### config.mk
export PLATFORM = sky130hd
export DESIGN_NAME = rename_table
export DESIGN_NICKNAME = d
export VERILOG_FILES = /design/src/rtl/rn_pkg.sv /design/src/rtl/rn_alloc.sv /design/src/rtl/rn_map.sv /design/src/rtl/rn_superseded.sv /design/src/rtl/rename_table.sv
export SDC_FILE = /design/constraint.sdc
export NUM_CORES = 1
export LEC_CHECK = 0
export BUFFER_PORTS_ARGS = -buffer_cell sky130_fd_sc_hd__buf_2
export CAP_MARGIN = 20
export CORE_MARGIN = 10
export CORE_UTILIZATION = 30
export DETAILED_ROUTE_END_ITERATION = 10
export SETUP_SLACK_MARGIN = 0.02
export SLEW_MARGIN = 0
export SYNTH_ARGS = -nofsm -noshare
export SYNTH_HDL_FRONTEND = slang
export SYNTH_SLANG_ARGS = --single-unit
### constraint.sdc
create_clock -name clk -period 3.3 [get_ports clk]
set_clock_uncertainty 0.1 [all_clocks]
set_input_delay 0.165 -clock clk [delete_from_list [all_inputs] [get_ports clk]]
set_output_delay 0.165 -clock clk [all_outputs]
set_load 0.01 [all_outputs]
### src/rtl/rn_pkg.sv
package rn_pkg;
  // Where the newest value of an architectural register lives.
  typedef enum logic {
    LOC_ROB = 1'b0,
    LOC_ARF = 1'b1
  } loc_e;

  localparam int unsigned DEF_ARCH_REGS = 8;
  localparam int unsigned DEF_SLOTS     = 16;
  localparam int unsigned DEF_LANES     = 2;
endpackage

### src/rtl/rn_alloc.sv
// In-order slot allocator: pointer plus free count.
module rn_alloc #(
  parameter int SLOTS = rn_pkg::DEF_SLOTS,
  parameter int LANES = rn_pkg::DEF_LANES,
  localparam int SW = $clog2(SLOTS)
) (
  input  logic                      clk,
  input  logic                      rst_n,
  input  logic                      flush,
  input  logic                      fire,
  input  logic                      cmt_valid,
  input  logic [LANES-1:0]          dst_en,
  output logic [LANES-1:0][SW-1:0]  new_slot,
  output logic                      room_ok,
  output logic [SW:0]               free_cnt
);
  localparam logic [SW:0] SLOTS_V = SLOTS[SW:0];

  logic [SW-1:0] head;
  logic [SW:0]   need;

  function automatic logic [SW-1:0] wrap_add(input logic [SW-1:0] base, input logic [SW:0] inc);
    logic [SW:0] sum;
    sum = {1'b0, base} + inc;
    if (sum >= SLOTS_V) sum = sum - SLOTS_V;
    return sum[SW-1:0];
  endfunction

  always_comb begin
    need = '0;
    for (int k = 0; k < LANES; k++) begin
      new_slot[k] = wrap_add(head, need);
      if (dst_en[k]) need = need + 1'b1;
    end
  end

  assign room_ok = (free_cnt >= need);

  always_ff @(posedge clk or negedge rst_n) begin
    if (!rst_n) begin
      head     <= '0;
      free_cnt <= SLOTS_V;
    end else if (flush) begin
      head     <= '0;
      free_cnt <= SLOTS_V;
    end else begin
      if (fire) head <= wrap_add(head, need);
      free_cnt <= free_cnt - (fire ? need : '0) + {{SW{1'b0}}, cmt_valid};
    end
  end
endmodule

### src/rtl/rn_map.sv
// Architectural map with same-group bypass, commit and flush.
module rn_map #(
  parameter int ARCH_REGS = rn_pkg::DEF_ARCH_REGS,
  parameter int SLOTS     = rn_pkg::DEF_SLOTS,
  parameter int LANES     = rn_pkg::DEF_LANES,
  localparam int AW = $clog2(ARCH_REGS),
  localparam int SW = $clog2(SLOTS)
) (
  input  logic                      clk,
  input  logic                      rst_n,
  input  logic                      flush,
  input  logic                      fire,
  input  logic [LANES-1:0]          dst_en,
  input  logic [LANES-1:0][AW-1:0]  dst,
  input  logic [LANES-1:0][AW-1:0]  src0,
  input  logic [LANES-1:0][AW-1:0]  src1,
  input  logic [LANES-1:0][SW-1:0]  new_slot,
  input  logic                      cmt_valid,
  input  logic [SW-1:0]             cmt_slot,
  input  logic [AW-1:0]             cmt_arch,
  output logic [LANES-1:0][SW-1:0]  s0_slot,
  output logic [LANES-1:0]          s0_loc,
  output logic [LANES-1:0][SW-1:0]  s1_slot,
  output logic [LANES-1:0]          s1_loc,
  output logic [LANES-1:0][SW-1:0]  old_slot,
  output logic [LANES-1:0]          old_loc,
  output logic [ARCH_REGS-1:0]      loc_vec
);
  import rn_pkg::*;

  logic [SW-1:0] map_slot [ARCH_REGS];
  logic          map_loc  [ARCH_REGS];
  logic [SW-1:0] w_slot   [ARCH_REGS];
  logic          w_loc    [ARCH_REGS];

  // Program-order view: each lane sees the writes of earlier lanes.
  always_comb begin
    for (int a = 0; a < ARCH_REGS; a++) begin
      w_slot[a] = map_slot[a];
      w_loc[a]  = map_loc[a];
    end
    for (int k = 0; k < LANES; k++) begin
      s0_slot[k]  = w_slot[src0[k]];
      s0_loc[k]   = w_loc[src0[k]];
      s1_slot[k]  = w_slot[src1[k]];
      s1_loc[k]   = w_loc[src1[k]];
      old_slot[k] = w_slot[dst[k]];
      old_loc[k]  = w_loc[dst[k]];
      if (dst_en[k]) begin
        w_slot[dst[k]] = new_slot[k];
        w_loc[dst[k]]  = LOC_ROB;
      end
    end
  end

  always_ff @(posedge clk or negedge rst_n) begin
    if (!rst_n) begin
      for (int a = 0; a < ARCH_REGS; a++) begin
        map_slot[a] <= '0;
        map_loc[a]  <= LOC_ARF;
      end
    end else if (flush) begin
      for (int a = 0; a < ARCH_REGS; a++) begin
        map_slot[a] <= '0;
        map_loc[a]  <= LOC_ARF;
      end
    end else begin
      if (cmt_valid && map_loc[cmt_arch] == LOC_ROB && map_slot[cmt_arch] == cmt_slot)
        map_loc[cmt_arch] <= LOC_ARF;
      if (fire) begin
        for (int k = 0; k < LANES; k++) begin
          if (dst_en[k]) begin
            map_slot[dst[k]] <= new_slot[k];
            map_loc[dst[k]]  <= LOC_ROB;
          end
        end
      end
    end
  end

  always_comb begin
    for (int a = 0; a < ARCH_REGS; a++) loc_vec[a] = map_loc[a];
  end
endmodule

### src/rtl/rn_superseded.sv
// Per-slot superseded flags and the short-lived query stage.
module rn_superseded #(
  parameter int SLOTS = rn_pkg::DEF_SLOTS,
  parameter int LANES = rn_pkg::DEF_LANES,
  localparam int SW = $clog2(SLOTS)
) (
  input  logic                      clk,
  input  logic                      rst_n,
  input  logic                      flush,
  input  logic                      fire,
  input  logic [LANES-1:0]          dst_en,
  input  logic [LANES-1:0][SW-1:0]  new_slot,
  input  logic [LANES-1:0][SW-1:0]  old_slot,
  input  logic [LANES-1:0]          old_loc,
  input  logic                      qry_valid,
  input  logic [SW-1:0]             qry_slot,
  output logic                      wb_valid,
  output logic                      wb_short,
  output logic [SLOTS-1:0]          flags
);
  import rn_pkg::*;

  logic [SLOTS-1:0] flags_nxt;

  always_comb begin
    flags_nxt = flags;
    if (fire) begin
      for (int k = 0; k < LANES; k++) begin
        if (dst_en[k]) begin
          flags_nxt[new_slot[k]] = 1'b0;
          if (old_loc[k] == LOC_ROB) flags_nxt[old_slot[k]] = 1'b1;
        end
      end
    end
  end

  always_ff @(posedge clk or negedge rst_n) begin
    if (!rst_n) flags <= '0;
    else if (flush) flags <= '0;
    else flags <= flags_nxt;
  end

  always_ff @(posedge clk or negedge rst_n) begin
    if (!rst_n) begin
      wb_valid <= 1'b0;
      wb_short <= 1'b0;
    end else begin
      wb_valid <= qry_valid;
      wb_short <= qry_valid & flags[qry_slot];
    end
  end
endmodule

### src/rtl/rename_table.sv
module rename_table #(
  parameter int ARCH_REGS = rn_pkg::DEF_ARCH_REGS,
  parameter int SLOTS     = rn_pkg::DEF_SLOTS,
  parameter int LANES     = rn_pkg::DEF_LANES,
  localparam int AW = $clog2(ARCH_REGS),
  localparam int SW = $clog2(SLOTS)
) (
  input  logic                      clk,
  input  logic                      rst_n,
  input  logic                      ren_valid,
  output logic                      ren_ready,
  input  logic [LANES-1:0]          ren_dst_en,
  input  logic [LANES-1:0][AW-1:0]  ren_dst,
  input  logic [LANES-1:0][AW-1:0]  ren_src0,
  input  logic [LANES-1:0][AW-1:0]  ren_src1,
  output logic [LANES-1:0][SW-1:0]  src0_slot,
  output logic [LANES-1:0]          src0_loc,
  output logic [LANES-1:0][SW-1:0]  src1_slot,
  output logic [LANES-1:0]          src1_loc,
  output logic [LANES-1:0][SW-1:0]  dst_slot,
  output logic [LANES-1:0][SW-1:0]  prev_slot,
  output logic [LANES-1:0]          prev_loc,
  input  logic                      cmt_valid,
  input  logic [SW-1:0]             cmt_slot,
  input  logic [AW-1:0]             cmt_arch,
  input  logic                      flush,
  input  logic                      qry_valid,
  input  logic [SW-1:0]             qry_slot,
  output logic                      wb_valid,
  output logic                      wb_short
);
  logic                 room_ok;
  logic                 fire;
  logic [SW:0]          free_cnt;
  logic [ARCH_REGS-1:0] loc_vec;
  logic [SLOTS-1:0]     ren_vec;

  assign ren_ready = ~flush & room_ok;
  assign fire      = ren_valid & ren_ready;

  rn_alloc #(.SLOTS(SLOTS), .LANES(LANES)) u_alloc (
    .clk(clk), .rst_n(rst_n), .flush(flush), .fire(fire),
    .cmt_valid(cmt_valid), .dst_en(ren_dst_en),
    .new_slot(dst_slot), .room_ok(room_ok), .free_cnt(free_cnt)
  );

  rn_map #(.ARCH_REGS(ARCH_REGS), .SLOTS(SLOTS), .LANES(LANES)) u_map (
    .clk(clk), .rst_n(rst_n), .flush(flush), .fire(fire),
    .dst_en(ren_dst_en), .dst(ren_dst), .src0(ren_src0), .src1(ren_src1),
    .new_slot(dst_slot), .cmt_valid(cmt_valid), .cmt_slot(cmt_slot), .cmt_arch(cmt_arch),
    .s0_slot(src0_slot), .s0_loc(src0_loc), .s1_slot(src1_slot), .s1_loc(src1_loc),
    .old_slot(prev_slot), .old_loc(prev_loc), .loc_vec(loc_vec)
  );

  rn_superseded #(.SLOTS(SLOTS), .LANES(LANES)) u_sup (
    .clk(clk), .rst_n(rst_n), .flush(flush), .fire(fire),
    .dst_en(ren_dst_en), .new_slot(dst_slot), .old_slot(prev_slot), .old_loc(prev_loc),
    .qry_valid(qry_valid), .qry_slot(qry_slot),
    .wb_valid(wb_valid), .wb_short(wb_short), .flags(ren_vec)
  );
endmodule

# Word-level counts from Yosys, hierarchy flattened

Cells that the tools add are included.

Output and inout port bits: 41
Bits of input ports: 37
Logic and storage cells: 182
Register bits after elaboration: 67

Eq/ne operators: 1
Bitwise operators: 24
Reduce and logical (&&, ||, !) cells: 10
Mux-type cells: 95
Order comparisons: 23
Add/sub/neg operators: 8

Operator list:

| kind                                                                                | count |
|---|---|
| 32-bit 2-to-1 mux                                                                   | 6 |
| 16-bit 2-to-1 mux                                                                   | 7 |
| 4-bit binary-select mux with 3-bit select                                           | 7 |
| 4-bit 2-to-1 mux                                                                    | 21 |
| 8-bit 2-to-1 mux                                                                    | 9 |
| 32-bit bitwise mux                                                                  | 2 |
| 16-bit AND                                                                          | 2 |
| 16-bit NOT                                                                          | 2 |
| 16-bit OR                                                                           | 2 |
| 4-bit greater-or-equal comparator, second input constant                            | 7 |
| 3-bit NOT with 4-bit output                                                         | 7 |
| 4-bit by 5-bit < comparator with 1-bit output, second input constant                | 5 |
| 8-bit AND                                                                           | 3 |
| 4-bit demux with 3-bit select                                                       | 2 |
| 1-bit 2-to-1 mux                                                                    | 23 |
| 1-bit binary-select mux with 3-bit select                                           | 7 |
| 1-bit demux with 4-bit select                                                       | 4 |
| 4-bit by 1-bit greater-or-equal comparator with 1-bit output, second input constant | 4 |
| 8-bit NOT                                                                           | 2 |
| 5-bit 2-to-1 mux                                                                    | 3 |
| 4-bit by 1-bit < comparator with 1-bit output, second input constant                | 3 |
| 4-bit by 1-bit subtractor with 4-bit output, second input constant                  | 3 |
| 5-bit greater-or-equal comparator, second input constant                            | 2 |
| 1-bit demux with 3-bit select                                                       | 3 |
| other kinds (14)                                                                    | 25 |

# Depth between registers and ports, before layout

Gate-level depths: netlist of the first run.

Word-level depth: 19
Depth in mapped cells: 17
Mapped depth without buffers: 16

# By module

A second synthesis of the first run with hierarchy kept.

Cells, all modules: 689
Area total of the unflattened synthesis: 6906.6 um^2

Modules (own cells, without submodules):

| module        | area each (um^2) | cells each | instances |
|---|---|---|---|
| rn_map        | 4723.3           | 447        | 1 |
| rn_superseded | 1427.6           | 162        | 1 |
| rn_alloc      | 740.7            | 78         | 1 |
| rename_table  | 15.0             | 2          | 1 |

# Worst setup path after synthesis of the first run

OpenSTA, ideal clock, no wires.

Kind: input to register
Start: input ren_dst_en[0]
End: register u_alloc.free_cnt[4]
Library setup time: 0.088 ns
Cell stages on the path: 17
Data required time: 3.112 ns
Slack: -0.331 ns
Arrival time: 3.443 ns
Cells stage by stage: ha_1 ha_1 and3b_1 o21ai_0 a311oi_1 clkbuf_1 and2_1 ha_1 inv_1 ha_1 inv_1 fa_1 inv_1 a21oi_1 nor2_1 nor3_1 or3_1

Cells in the longest elaborated chain, start to end: 10

Ends and longest elaborated chain:

| element                                    | line               | RTL |
|---|---|---|
| start: declaration                         | rename_table.sv:12 | `input logic [LANES-1:0] ren_dst_en,` |
| 1-bit 2-to-1 mux (*)                       | rn_alloc.sv:33     | `if (dst_en[k]) need = need + 1'b1;` |
| 1-bit by 1-bit adder with 2-bit output     | rn_alloc.sv:33     |  |
| 5-bit 2-to-1 mux (*)                       | rn_alloc.sv:33     |  |
| 5-bit greater-or-equal comparator          | rn_alloc.sv:37     | `assign room_ok = (free_cnt >= need);` |
| 1-bit AND                                  | rename_table.sv:38 | `assign ren_ready = ~flush & room_ok;` |
| 1-bit AND                                  | rename_table.sv:39 | `assign fire = ren_valid & ren_ready;` |
| 5-bit 2-to-1 mux (*)                       | rn_alloc.sv:48     | `free_cnt <= free_cnt - (fire ? need : '0) + {{SW{1'b0}}, cmt_valid};` |
| 5-bit subtractor (*)                       | rn_alloc.sv:48     |  |
| 5-bit by 1-bit adder with 5-bit output (*) | rn_alloc.sv:48     |  |
| 5-bit 2-to-1 mux (*)                       | rn_alloc.sv:43     | `end else if (flush) begin` |
| end signal: assignment                     | rn_alloc.sv:48     |  |
| end: declaration                           | rn_alloc.sv:15     | `output logic [SW:0] free_cnt` |

Mark *: on every way between the ends. The rest lies on a longest branch, timed or not.
A chain may end at the register's enable or synchronous reset.

# Final worst setup path of the first run

Start: register u_alloc.free_cnt[2]
End: register u_alloc.free_cnt[4]

Cells in the longest elaborated chain, start to end: 7

Ends and longest elaborated chain:

| element                                    | line |
|---|---|
| 5-bit greater-or-equal comparator          | rn_alloc.sv:37 |
| 1-bit AND                                  | rename_table.sv:38 |
| 1-bit AND                                  | rename_table.sv:39 |
| 5-bit 2-to-1 mux                           | rn_alloc.sv:48 |
| 5-bit subtractor (*)                       | rn_alloc.sv:48 |
| 5-bit by 1-bit adder with 5-bit output (*) | rn_alloc.sv:48 |
| 5-bit 2-to-1 mux (*)                       | rn_alloc.sv:43 |

Marks and branches as above.

==> qor.yml, run 1 <==
run_status:
  outcome: "complete, no violations"
cts:
  root_buffer: "clkbuf_16"
  postCtsSetupBuffers: 0
  clockBufferDepth: 2
  numCtsBuffers: 9
  cts.sinks: 67
  cts_tree: "built"
  clkLatencyLatePin_ns: 0.35
  cts_max_level: 3
  path_clk_slew_ns: 0.06
critical_path:
  r2r_slack_ns: 0.23
  cp-end-kind: "flop"
  critPathKind: "reg2reg"
  r2r-end: "u_alloc.free_cnt[4]"
  reg2reg_from: "u_alloc.free_cnt[2]"
  reg2reg_depth: 15
  crit_end: "u_alloc.free_cnt[4]"
  cp.required_ns: 3.47
  cp.arrival_ns: 3.24
  crit_fanout: 16
  crit_start: "u_alloc.free_cnt[2]"
  start_kind: "flop"
synth:
  synth_ff_type: "dfrtp_1"
  postSynthNetCount: 811
  synth_area_per_cell_um2: 9.370
  synth_top_area_cell: "dfrtp_1"
  yosysWarnings: 0
  synthDistinctLibCells: 63
  synth_top_cell_area_share_pct: 20.52
  synth_seq_cells: 67
  synthArstFlopShare_pct: 100.0
  synth_edf_count: 0
  netlist_top_cells_count: "o21ai_0 (84), nand2_1 (68), dfrtp_1 (58)"
  synth_seq_area_share_pct: 23.86
  synthCells: 755
  post-synth-top-count-cell: "o21ai_0"
  mappedNetlistArea_um2: 7074
  synth.top_cells.by_area: "dfrtp_1 (21%), mux4_2 (17%), mux2i_1 (7.6%)"
layout:
  fill_cells: 2407
  utilization_pct: 34.96
  diodes: 0
  final-seq-area_um2: 1688
  layout.nets: 869
  drive_gt1_share_pct: 28.61
  syn_to_final_growth_pct: 15.30
  design_area_um2: 8157
  multi_input_area_um2: 5050
  instances_no_fill: 1137
place:
  placed_cell_area_um2: 7834
  gp_congestion: 1.030
  dp_hpwl_um: 20340
  dp.cells: 1119
  io_buffer_count: 77
hold_path:
  min-delay-start: "cmt_arch[0]"
  hold_path.class: "in2reg"
die:
  pin_count: 78
  initial_core_util_pct: 30.32
  fp.dieH_um: 173.6
  core.rowCount: 56
  die-area_um2: 30120
  core_um2: 23330
  die_x_um: 173.6
global_routing:
  grt_pass1_vias: 6783
  grt_pass1_wl_um: 41850
  antenna_found_initial: 0
  grt_start_max_net_pins: 53
  grt_overflow_total: 0
  grtUsageTotal_pct: 17.65
timing:
  slew_headroom_pct: 40.96
  rsz0062_at_grt: "false"
  finalCriticalPeriod_ns: 3.069
  hold_violations: 0
  max_freq_mhz: 325.8
  tightest_slew_ns: 0.8745
  finalSetupViolations: 0
  final_max_slew_viol_count: 0
  timing.final.crit_share_pct: 93.00
routing:
  via_count: 6849
  detail_route.iter0.violations: 613
  routedWlPerCell_um: 23.82
  dr.pass1.iters: 5
  drc: 0
  detail-route-antenna-nets: 0
  finalWirelength_um: 27090
  vias_per_cell: 6.024
power:
  leakage_uw: 0.003395
  powerDensity_nw_per_um2: 350.8
  ir_worst_vdd_uv: 213.8
run:
  max_cap_viol_count: 0
[cell type report]
cell class,count,share of cell area (%)
inverter,22,1.012
tap,319,4.893
clock inverter,5,0.6443
clock buffer,11,2.976
multi-input combinational,603,61.91
sequential,67,20.69
timing repair buffer,110,7.869
[worst max-delay path, stage by stage, from the launching register on]
cell and delay (ns):
dfrtp_1 0.42, inv_1 0.13, ha_1 0.15, and3b_1 0.17
o21ai_2 0.07, a311oi_2 0.28, buf_6 0.22, nand2_1 0.08
ha_1 0.30, inv_1 0.06, fa_2 0.39, inv_1 0.07
a21oi_1 0.06, nor2_1 0.14, nor3_1 0.06, or3_1 0.30
[logic make-up after synthesis]
kind of cell    after synthesis  share of synthesized area, %
xor+xnor                     11                         1.362
mux                         130                         28.33
compound gates              225                         20.46
buf+inv                      85                         4.952
flops                        67                         23.86
simple gates                218                         17.46
fa+ha+maj                    19                         3.573
[state kept, by name, summed over array words and instances (netlist names)]
signal and cells:
u_alloc.free_cnt 5, u_map.loc_vec 8, u_alloc.head 4, u_sup.wb_short 1, u_map.map_slot 32, u_sup.wb_valid 1, u_sup.flags 16
[layout by cell type (no fill, tap or decap), types with 17 or more instances in the layout]
master / instances
buf_2: 77
nor2_1: 33
nand3b_1: 35
buf_4: 30
nand3_1: 17
o21ai_0: 83
inv_1: 19
dfrtp_1: 58
mux4_2: 54
mux2i_1: 54
mux2_2: 22
o31ai_1: 19
nand2_1: 68
a22oi_1: 19
a21oi_1: 40
ha_1: 17
[layer usage]
layer	part of all wire, %	track usage [%]	vias to the layer above	routed length, um
met3	8.2	3.463	50	2220
met1	42	23.39	3406	11430
li1	-	-	3035	-
met2	47	28.03	358	12790
met4	2.4	6.073	0	641
met5	0	0	-	0
[repair_timing]
item                                    4_1_cts  5_1_grt
endpoints found under the setup margin        0        1
endpoints found under the hold margin        26        0
gates resized for setup                       0        2
hold buffers                                  2        0
[power breakdown]
part           internal [uW]  switching, uW  total (uW)
sequential               872           68.9         941
combinational            365            575         940
clock                    601            379         980
[through the flow]
| step | worst slack (ns) | power, uW | hold WS [ns] | TNS [ns] |
|---|---|---|---|---|
| after detailed placement | -0.006563 | 1878 | 0.1403 | -0.006563 |
| after global routing | 0.07050 | 3019 | 0.06786 | 0 |
| after CTS | 0.1998 | 2866 | 0.04097 | 0 |
| after floorplan | 0.02448 | 1565 | -0.2306 | 0 |
| final | 0.2309 | 2861 | 0.05425 | 0 |
| after global placement | 0.06799 | 1865 | 0.1347 | 0 |
[how the worst min path moves through the flow]
stage / to / slack, ns / cells after the start
2_1_floorplan: u_alloc.free_cnt[0] / -0.23 / 0
3_3_place_gp: u_alloc.free_cnt[1] / 0.13 / 1
3_5_place_dp: u_alloc.free_cnt[1] / 0.14 / 1
4_1_cts: u_map.loc_vec[3] / 0.04 / 3
5_1_grt: u_map.loc_vec[3] / 0.07 / 3
6_report: u_map.loc_vec[3] / 0.05 / 3
Note: power is estimated with default switching activity, not from simulation.
==> run 2: changes to the inputs <==
--- a/config.mk
+++ b/config.mk
@@ -7,9 +7,12 @@
 export LEC_CHECK = 0
 export BUFFER_PORTS_ARGS = -buffer_cell sky130_fd_sc_hd__buf_2
 export CAP_MARGIN = 20
+export CELL_PAD_IN_SITES_DETAIL_PLACEMENT = 1
+export CELL_PAD_IN_SITES_GLOBAL_PLACEMENT = 1
 export CORE_MARGIN = 10
 export CORE_UTILIZATION = 30
 export DETAILED_ROUTE_END_ITERATION = 10
+export PLACE_DENSITY_LB_ADDON = 0.1
 export SETUP_SLACK_MARGIN = 0.02
 export SLEW_MARGIN = 0
 export SYNTH_ARGS = -nofsm -noshare
==> constraint.sdc (replaced) <==
create_clock -name clk -period 2.76 [get_ports clk]
set_clock_uncertainty 0.1 [all_clocks]
set_input_delay 0.138 -clock clk [delete_from_list [all_inputs] [get_ports clk]]
set_output_delay 0.138 -clock clk [all_outputs]
set_load 0.01 [all_outputs]
==> qor.yml, run 2 (synthesized netlist as in run 1, its figures left out) <==
run_status:
  outcome: "complete, but fails checks"
  violations: "setup timing"
timing:
  finalCriticalPeriod_ns: 2.876  # -0.1932 ns
  final_max_slew_viol_count: 0  # unchanged
  fin_ws_ns: -0.1159  # -0.3468 ns
  max_freq_mhz: 347.7  # +6.7%
  slew_headroom_pct: 47.77  # +6.8 points
  rsz0062_at_grt: "true"
  tightest_slew_ns: 0.7835  # -0.09099 ns
  hold_violations: 0  # unchanged
  finalSetupViolations: 2  # +2
  timing.final.crit_share_pct: 104.2  # +11 points
layout:
  final_common_cell: "buf_4"
  drive_gt1_share_pct: 36.29  # +7.7 points
  most-common-layout-cells: "buf_4 (85), o21ai_0 (82), buf_2 (77), nand2_1 (67), dfrtp_1 (57)"
  instances_no_fill: 1198  # +5.4%
  utilization_pct: 37.71  # +2.8 points
  layout.nets: 930  # +7.0%
  syn_to_final_growth_pct: 24.39
  largest_reg_flops: 32  # unchanged
  diodes: 0  # unchanged
  regMostFlops: "u_map.map_slot"
cts:
  cts.sinks: 67  # unchanged
  numCtsBuffers: 9  # unchanged
  root_buffer: "clkbuf_16"
  clockBufferDepth: 2  # unchanged
  cts_max_level: 3  # unchanged
  clkLatencyLatePin_ns: 0.35  # about the same
  cts_tree: "built"
  path_clk_slew_ns: 0.06  # about the same
routing:
  dr.pass1.iters: 5  # unchanged
  detail-route-antenna-nets: 0  # unchanged
  vias_per_cell: 6.034  # +0.17%
  via_count: 7229  # +5.5%
  detail_route.iter0.violations: 572  # -6.7%
  routedWlPerCell_um: 27.31  # +15%
  finalWirelength_um: 32720  # +21%
  drc: 0  # unchanged
global_routing:
  grt_pass1_vias: 7687  # +13%
  grt_overflow_total: 0  # unchanged
  grtUsageTotal_pct: 21.32  # +3.7 points
  grt_pass1_wl_um: 49210  # +18%
  antenna_found_initial: 0  # unchanged
  grt_start_max_net_pins: 52  # -1.9%
hold_path:
  min-delay-start: "cmt_arch[0]"
  hold_path_end: "u_map.loc_vec[7]"
  hold_path.class: "in2reg"
  hold_path_depth: 3  # unchanged
place:
  dp_hpwl_um: 24810  # +22%
  dp.cells: 1169  # +4.5%
  dp_slack_ns: -0.3282  # -0.3217 ns
  io_buffer_count: 77  # unchanged
  gp_congestion: 1.012  # -1.7%
die:
  core.rowCount: 56  # unchanged
  pin_count: 78  # unchanged
  core_um2: 23330  # unchanged
  initial_core_util_pct: 30.32  # unchanged
  fp.dieH_um: 173.6  # unchanged
  die_x_um: 173.6  # unchanged
  die-area_um2: 30120  # unchanged
power:
  ir_worst_vdd_uv: 271.9  # +27%
  leakage_uw: 0.003705  # +9.1%
  powerDensity_nw_per_um2: 432.1  # +23%
critical_path:
  reg2reg_from: "u_alloc.free_cnt[0]"
  r2r-end: "u_alloc.free_cnt[4]"
  cp.arrival_ns: 3.04  # -0.20 ns
  cp-end-kind: "flop"
  reg2reg_depth: 16  # +1
  r2r_slack_ns: -0.12  # -0.35 ns
  critPathKind: "reg2reg"
  start_kind: "flop"
  cp.required_ns: 2.92  # -0.55 ns
  crit_fanout: 2  # -14
run:
  max_cap_viol_count: 0  # unchanged
[run 2: changes by cell type in the layout (fill, tap and decap cells not counted), moves of 4 or more]
cell,previous run,this run
buf_12,0,4
inv_2,3,11
inv_1,19,11
buf_4,30,85
ha_4,0,7
ha_1,17,10
[run 2: worst max path at each step]
stage,from,to,slack (ns),cells after the start
floorplan,ren_dst_en[0],u_alloc.free_cnt[4],-0.34,17
global placement,ren_dst_en[0],u_alloc.free_cnt[4],-0.28,17
detailed placement,ren_dst_en[0],u_alloc.free_cnt[4],-0.33,17
CTS,u_alloc.free_cnt[0],u_alloc.free_cnt[4],-0.19,16
global route,u_alloc.free_cnt[0],u_alloc.free_cnt[4],-0.29,16
finish,u_alloc.free_cnt[0],u_alloc.free_cnt[4],-0.12,16
[run 2: metal layers]
metal | routed length, um | global-route usage, %
met2 | 15350 | 34.77
met3 | 2439 | 4.051
met1 | 14270 | 28.23
met5 | 0 | 0
met4 | 658 | 5.677
[run 2: timing repair]
item / CTS / global route
endpoints found under the hold margin: 28 / 0
endpoints found under the setup margin: 1 / 38
pin swaps: 9 / 13
setup buffers: 6 / 6
hold buffers: 2 / 0
gates resized for setup: 8 / 17
[run 2: critical path, cell delays in order (launching register included)]
cell and delay, ns:
dfrtp_1 0.37, inv_2 0.08, ha_4 0.19, and3b_1 0.18, o21ai_2 0.16, a311oi_2 0.12
and2_4 0.19, ha_4 0.25, inv_2 0.04, ha_4 0.15, inv_2 0.05, fa_2 0.20
inv_2 0.04, a21oi_2 0.12, nor2_2 0.06, o21a_1 0.16, or3_1 0.35
[run 2: cell type report]
class,instances,area (um^2)
well taps,319,399.1
fillers,2679,14530
multi-input cells,603,5174
clock buffers,10,229.0
repair buffers,171,1161
clock inverters,6,65.06
flip-flops and latches,67,1689
inverters,22,82.58
[run 2: where the power goes]
part / switching, uW / internal (uW)
Combinational: 804 / 645
Sequential: 93.2 / 1040
Clock: 515 / 703
Total: 1410 / 2390
[run 2: stage by stage]
| step | cell area (um^2) | TNS (ns) | power [uW] | hold WS [ns] |
|---|---|---|---|---|
| 5_1_grt | 8800 | -0.5868 | 4021 | 0.03905 |
| 6_report | 8800 | -0.2040 | 3802 | 0.01800 |
| 4_1_cts | 8688 | -0.2111 | 3764 | 0.006880 |
| 2_1_floorplan | 7143 | -0.3669 | 1895 | -0.2576 |
| 3_3_place_gp | 8315 | -0.3157 | 2419 | 0.1468 |
| 3_5_place_dp | 8315 | -0.3740 | 2468 | 0.1619 |
==> run 3: changes to the inputs <==
--- a/config.mk
+++ b/config.mk
@@ -5,10 +5,12 @@
 export SDC_FILE = /design/constraint.sdc
 export NUM_CORES = 1
 export LEC_CHECK = 0
+export ABC_AREA = 1
 export BUFFER_PORTS_ARGS = -buffer_cell sky130_fd_sc_hd__buf_2
 export CAP_MARGIN = 20
 export CELL_PAD_IN_SITES_DETAIL_PLACEMENT = 1
 export CELL_PAD_IN_SITES_GLOBAL_PLACEMENT = 1
+export CORE_ASPECT_RATIO = 0.8
 export CORE_MARGIN = 10
 export CORE_UTILIZATION = 30
 export DETAILED_ROUTE_END_ITERATION = 10
==> qor.yml, run 3 <==
routing:
  vias_per_cell: 5.538  # -8.2%
  drc: 0  # unchanged
  detail-route-antenna-nets: 0  # unchanged
  detail_route.iter0.violations: 826  # +44%
  routedWlPerCell_um: 22.10  # -19%
  via_count: 9360  # +29%
  finalWirelength_um: 37360  # +14%
  dr.pass1.iters: 5  # unchanged
synth:
  synth_seq_area_share_pct: 22.77  # -1.1 points
  synth_top_cell_area_share_pct: 24.00  # +3.5 points
  synthXorXnorAreaFrac_pct: 0.2363  # -1.1 points
  mappedNetlistArea_um2: 7413  # +4.8%
  synth_compound_area_share_pct: 23.95  # +3.5 points
  synth_seq_cells: 67  # unchanged
  synthAdderAreaFrac_pct: 3.409  # -0.16 points
  synth_area_per_cell_um2: 5.778  # -38%
  postSynthNetCount: 1339  # +65%
  muxShareOfSynthArea_pct: 0  # -28 points
  yosysWarnings: 0  # unchanged
  synth_edf_count: 0  # unchanged
  synth.top_cells.by_area: "nand2_1 (24%), dfrtp_1 (20%), o21ai_0 (9.3%)"
  synthCells: 1283  # +70%
  synth_top_area_cell: "nand2_1"
  synth-simple-area-share_pct: 38.94  # +21 points
  post-synth-top-count-cell: "nand2_1"
  netlist_top_cells_count: "nand2_1 (474), o21ai_0 (138), inv_1 (121)"
  synthDistinctLibCells: 39  # -38%
  synth_top_family_by_area: "simple AND/OR/NAND/NOR gates"
  synthArstFlopShare_pct: 100.0  # unchanged
  synth_ff_type: "dfrtp_1"
critical_path:
  crit_fanout: 4  # +2
  r2r_slack_ns: 0.05  # +0.17 ns
  start_kind: "flop"
  cp.arrival_ns: 2.88  # -0.16 ns
  cpMostUsedCell: "inv_2"
  critPathKind: "reg2reg"
  crit_chain: "inv_2 -> ha_4 -> inv_2 -> o21ai_2 -> nand2_1 -> a31oi_4 -> nand2_4 -> buf_6 -> inv_2 -> nand2_2 -> ha_4 -> inv_2 -> fa_2 -> inv_2 -> nand2_2 -> a21oi_2 -> nor3_1 -> nand3b_1"
  path_buf_inv: 6  # +2
  path_delay_family: "adder cells"
  cp.required_ns: 2.93  # about the same
  cp-end-kind: "flop"
  crit_path_top_delay_cell: "dfrtp_1"
  crit_path_max_incr_delay_ns: 0.37  # about the same
layout:
  most-common-layout-cells: "nand2_1 (471), o21ai_0 (137), inv_1 (113), nand3_1 (90), buf_2 (77)"
  design_area_um2: 8732  # -0.77%
  syn_to_final_growth_pct: 17.79
  drive_gt1_share_pct: 15.45  # -21 points
  utilization_pct: 35.92  # -1.8 points
  regMostFlops: "u_map.map_slot"
  diodes: 0  # unchanged
  final_common_cell: "nand2_1"
  largest_reg_flops: 32  # unchanged
  layout.nets: 1423  # +53%
cts:
  cts.sinks: 67  # unchanged
  numCtsBuffers: 9  # unchanged
  clkLatencyLatePin_ns: 0.36  # about the same
  cts_tree: "built"
  root_buffer: "clkbuf_16"
  clockBufferDepth: 2  # unchanged
  path_clk_slew_ns: 0.06  # about the same
  cts_max_level: 3  # unchanged
die:
  die-area_um2: 31440  # +4.4%
  fp.dieH_um: 160.6  # -7.5%
  die_x_um: 195.8  # +13%
  core_um2: 24310  # +4.2%
  initial_core_util_pct: 30.49  # +0.17 points
  core.rowCount: 51  # -8.9%
  pin_count: 78  # unchanged
timing:
  timing.final.crit_share_pct: 98.12  # -6.1 points
  slew_headroom_pct: 55.73  # +8.0 points
  finalSetupViolations: 0  # -2
  hold_violations: 0  # unchanged
  finalCriticalPeriod_ns: 2.708  # -0.1678 ns
  tightest_slew_ns: 0.6605  # -0.1230 ns
  max_freq_mhz: 369.3  # +6.2%
  holdWs_ns: 0.01916  # +0.001166 ns
  fin_ws_ns: 0.05187  # +0.1678 ns
  final_max_slew_viol_count: 0  # unchanged
  rsz0062_at_grt: "true"
global_routing:
  grtUsageTotal_pct: 23.27  # +2.0 points
  grt_overflow_total: 0  # unchanged
  grt_pass1_vias: 9226  # +20%
  grt_start_max_net_pins: 36  # -31%
  antenna_found_initial: 0  # unchanged
  grt_pass1_wl_um: 56950  # +16%
run_status:
  outcome: "complete, no violations"
power:
  total_power_uw: 4138  # +8.8%
  ir_worst_vdd_uv: 330.5  # +22%
  powerDensity_nw_per_um2: 473.9  # +9.7%
  leakage_uw: 0.004426  # +19%
place:
  dp_slack_ns: -0.1946  # +0.1336 ns
  io_buffer_count: 77  # unchanged
  gp_congestion: 0.9351  # -7.6%
  placed_cell_area_um2: 8325  # +0.12%
  dp_hpwl_um: 30260  # +22%
run:
  max_cap_viol_count: 0  # unchanged
hold_path:
  hold_path.class: "in2reg"
==> run 3: cell count changes in the layout (fill, tap and decap cells not counted), sizes merged, moves of 44 or more <==
cell | before | now
mux2i | 54 | 0
mux4 | 54 | 0
nand3 | 17 | 92
buf | 169 | 125
nor2 | 33 | 89
inv | 23 | 133
o21ai | 84 | 144
nand2 | 68 | 481
==> run 3: path summary, 6_finish.rpt <==
kind                                       end  cells after the start           startpoint
max reg2reg                u_alloc.free_cnt[4]                     18  u_alloc.free_cnt[3]
min                             u_sup.wb_short                      3          qry_slot[3]
max                        u_alloc.free_cnt[4]                     18  u_alloc.free_cnt[3]
max in group asynchronous     u_map.loc_vec[2]                      3                rst_n
min reg2reg                     u_sup.flags[1]                      2       u_sup.flags[1]
min in group asynchronous       u_sup.flags[1]                      2                rst_n
==> run 3: logic make-up (layout without fill, tap and decap cells) <==
kind of cell,count (synthesis),after routing
simple gates,693,693
compound gates,307,307
buf+inv,195,284
flops,67,67
fa+ha+maj,19,19
xor+xnor,2,2
==> run 3: report_power, final <==
part | internal [uW] | switching, uW
registers | 1070 | 77.5
clock network | 636 | 506
logic | 630 | 1220
total | 2330 | 1800
==> run 3: stage by stage <==
| stage | instances | setup TNS (ns) |
|---|---|---|
| final | 1690 | 0 |
| after global routing | 1690 | -0.1534 |
| after CTS | 1688 | 0 |
| after detailed placement | 1667 | -0.2912 |
| after global placement | 1667 | -0.1737 |
| after floorplan | 1283 | -0.1207 |
==> run 3: layout make-up <==
cell class                 instances  area (um^2)
fill                            3269        15580
multi-input combinational       1021         5042
sequential                        67         1688
tap                              318        397.9
timing repair buffer             128        795.8
inverter                         140        528.0
clock buffer                      11        242.7
clock inverter                     5        37.54
==> run 3: worst reg2reg max path, cell delays in order, from the launching register on <==
cell	delay (ns)
dfrtp_1	0.37
inv_2	0.12
ha_4	0.16
inv_2	0.03
o21ai_2	0.09
nand2_1	0.09
a31oi_4	0.20
nand2_4	0.07
buf_6	0.12
inv_2	0.05
nand2_2	0.05
ha_4	0.27
inv_2	0.04
fa_2	0.37
inv_2	0.08
nand2_2	0.05
a21oi_2	0.15
nor3_1	0.06
nand3b_1	0.14
==> run 3: routing by layer <==
layer / vias to the layer above / routed length [um] / track usage, %
met2: 309 / 15490 / 33.62
met1: 4573 / 18610 / 34.98
met4: 2 / 507 / 4.401
met5: - / 47 / 1.284
met3: 36 / 2695 / 3.891
li1: 4440 / - / -
==> run 3: timing repair <==
action,4_1_cts,5_1_grt
hold buffers,3,0
setup endpoints to repair,1,22
endpoints found under the hold margin,18,0
pin swaps,5,7
resized for setup,10,11
setup buffers,2,3
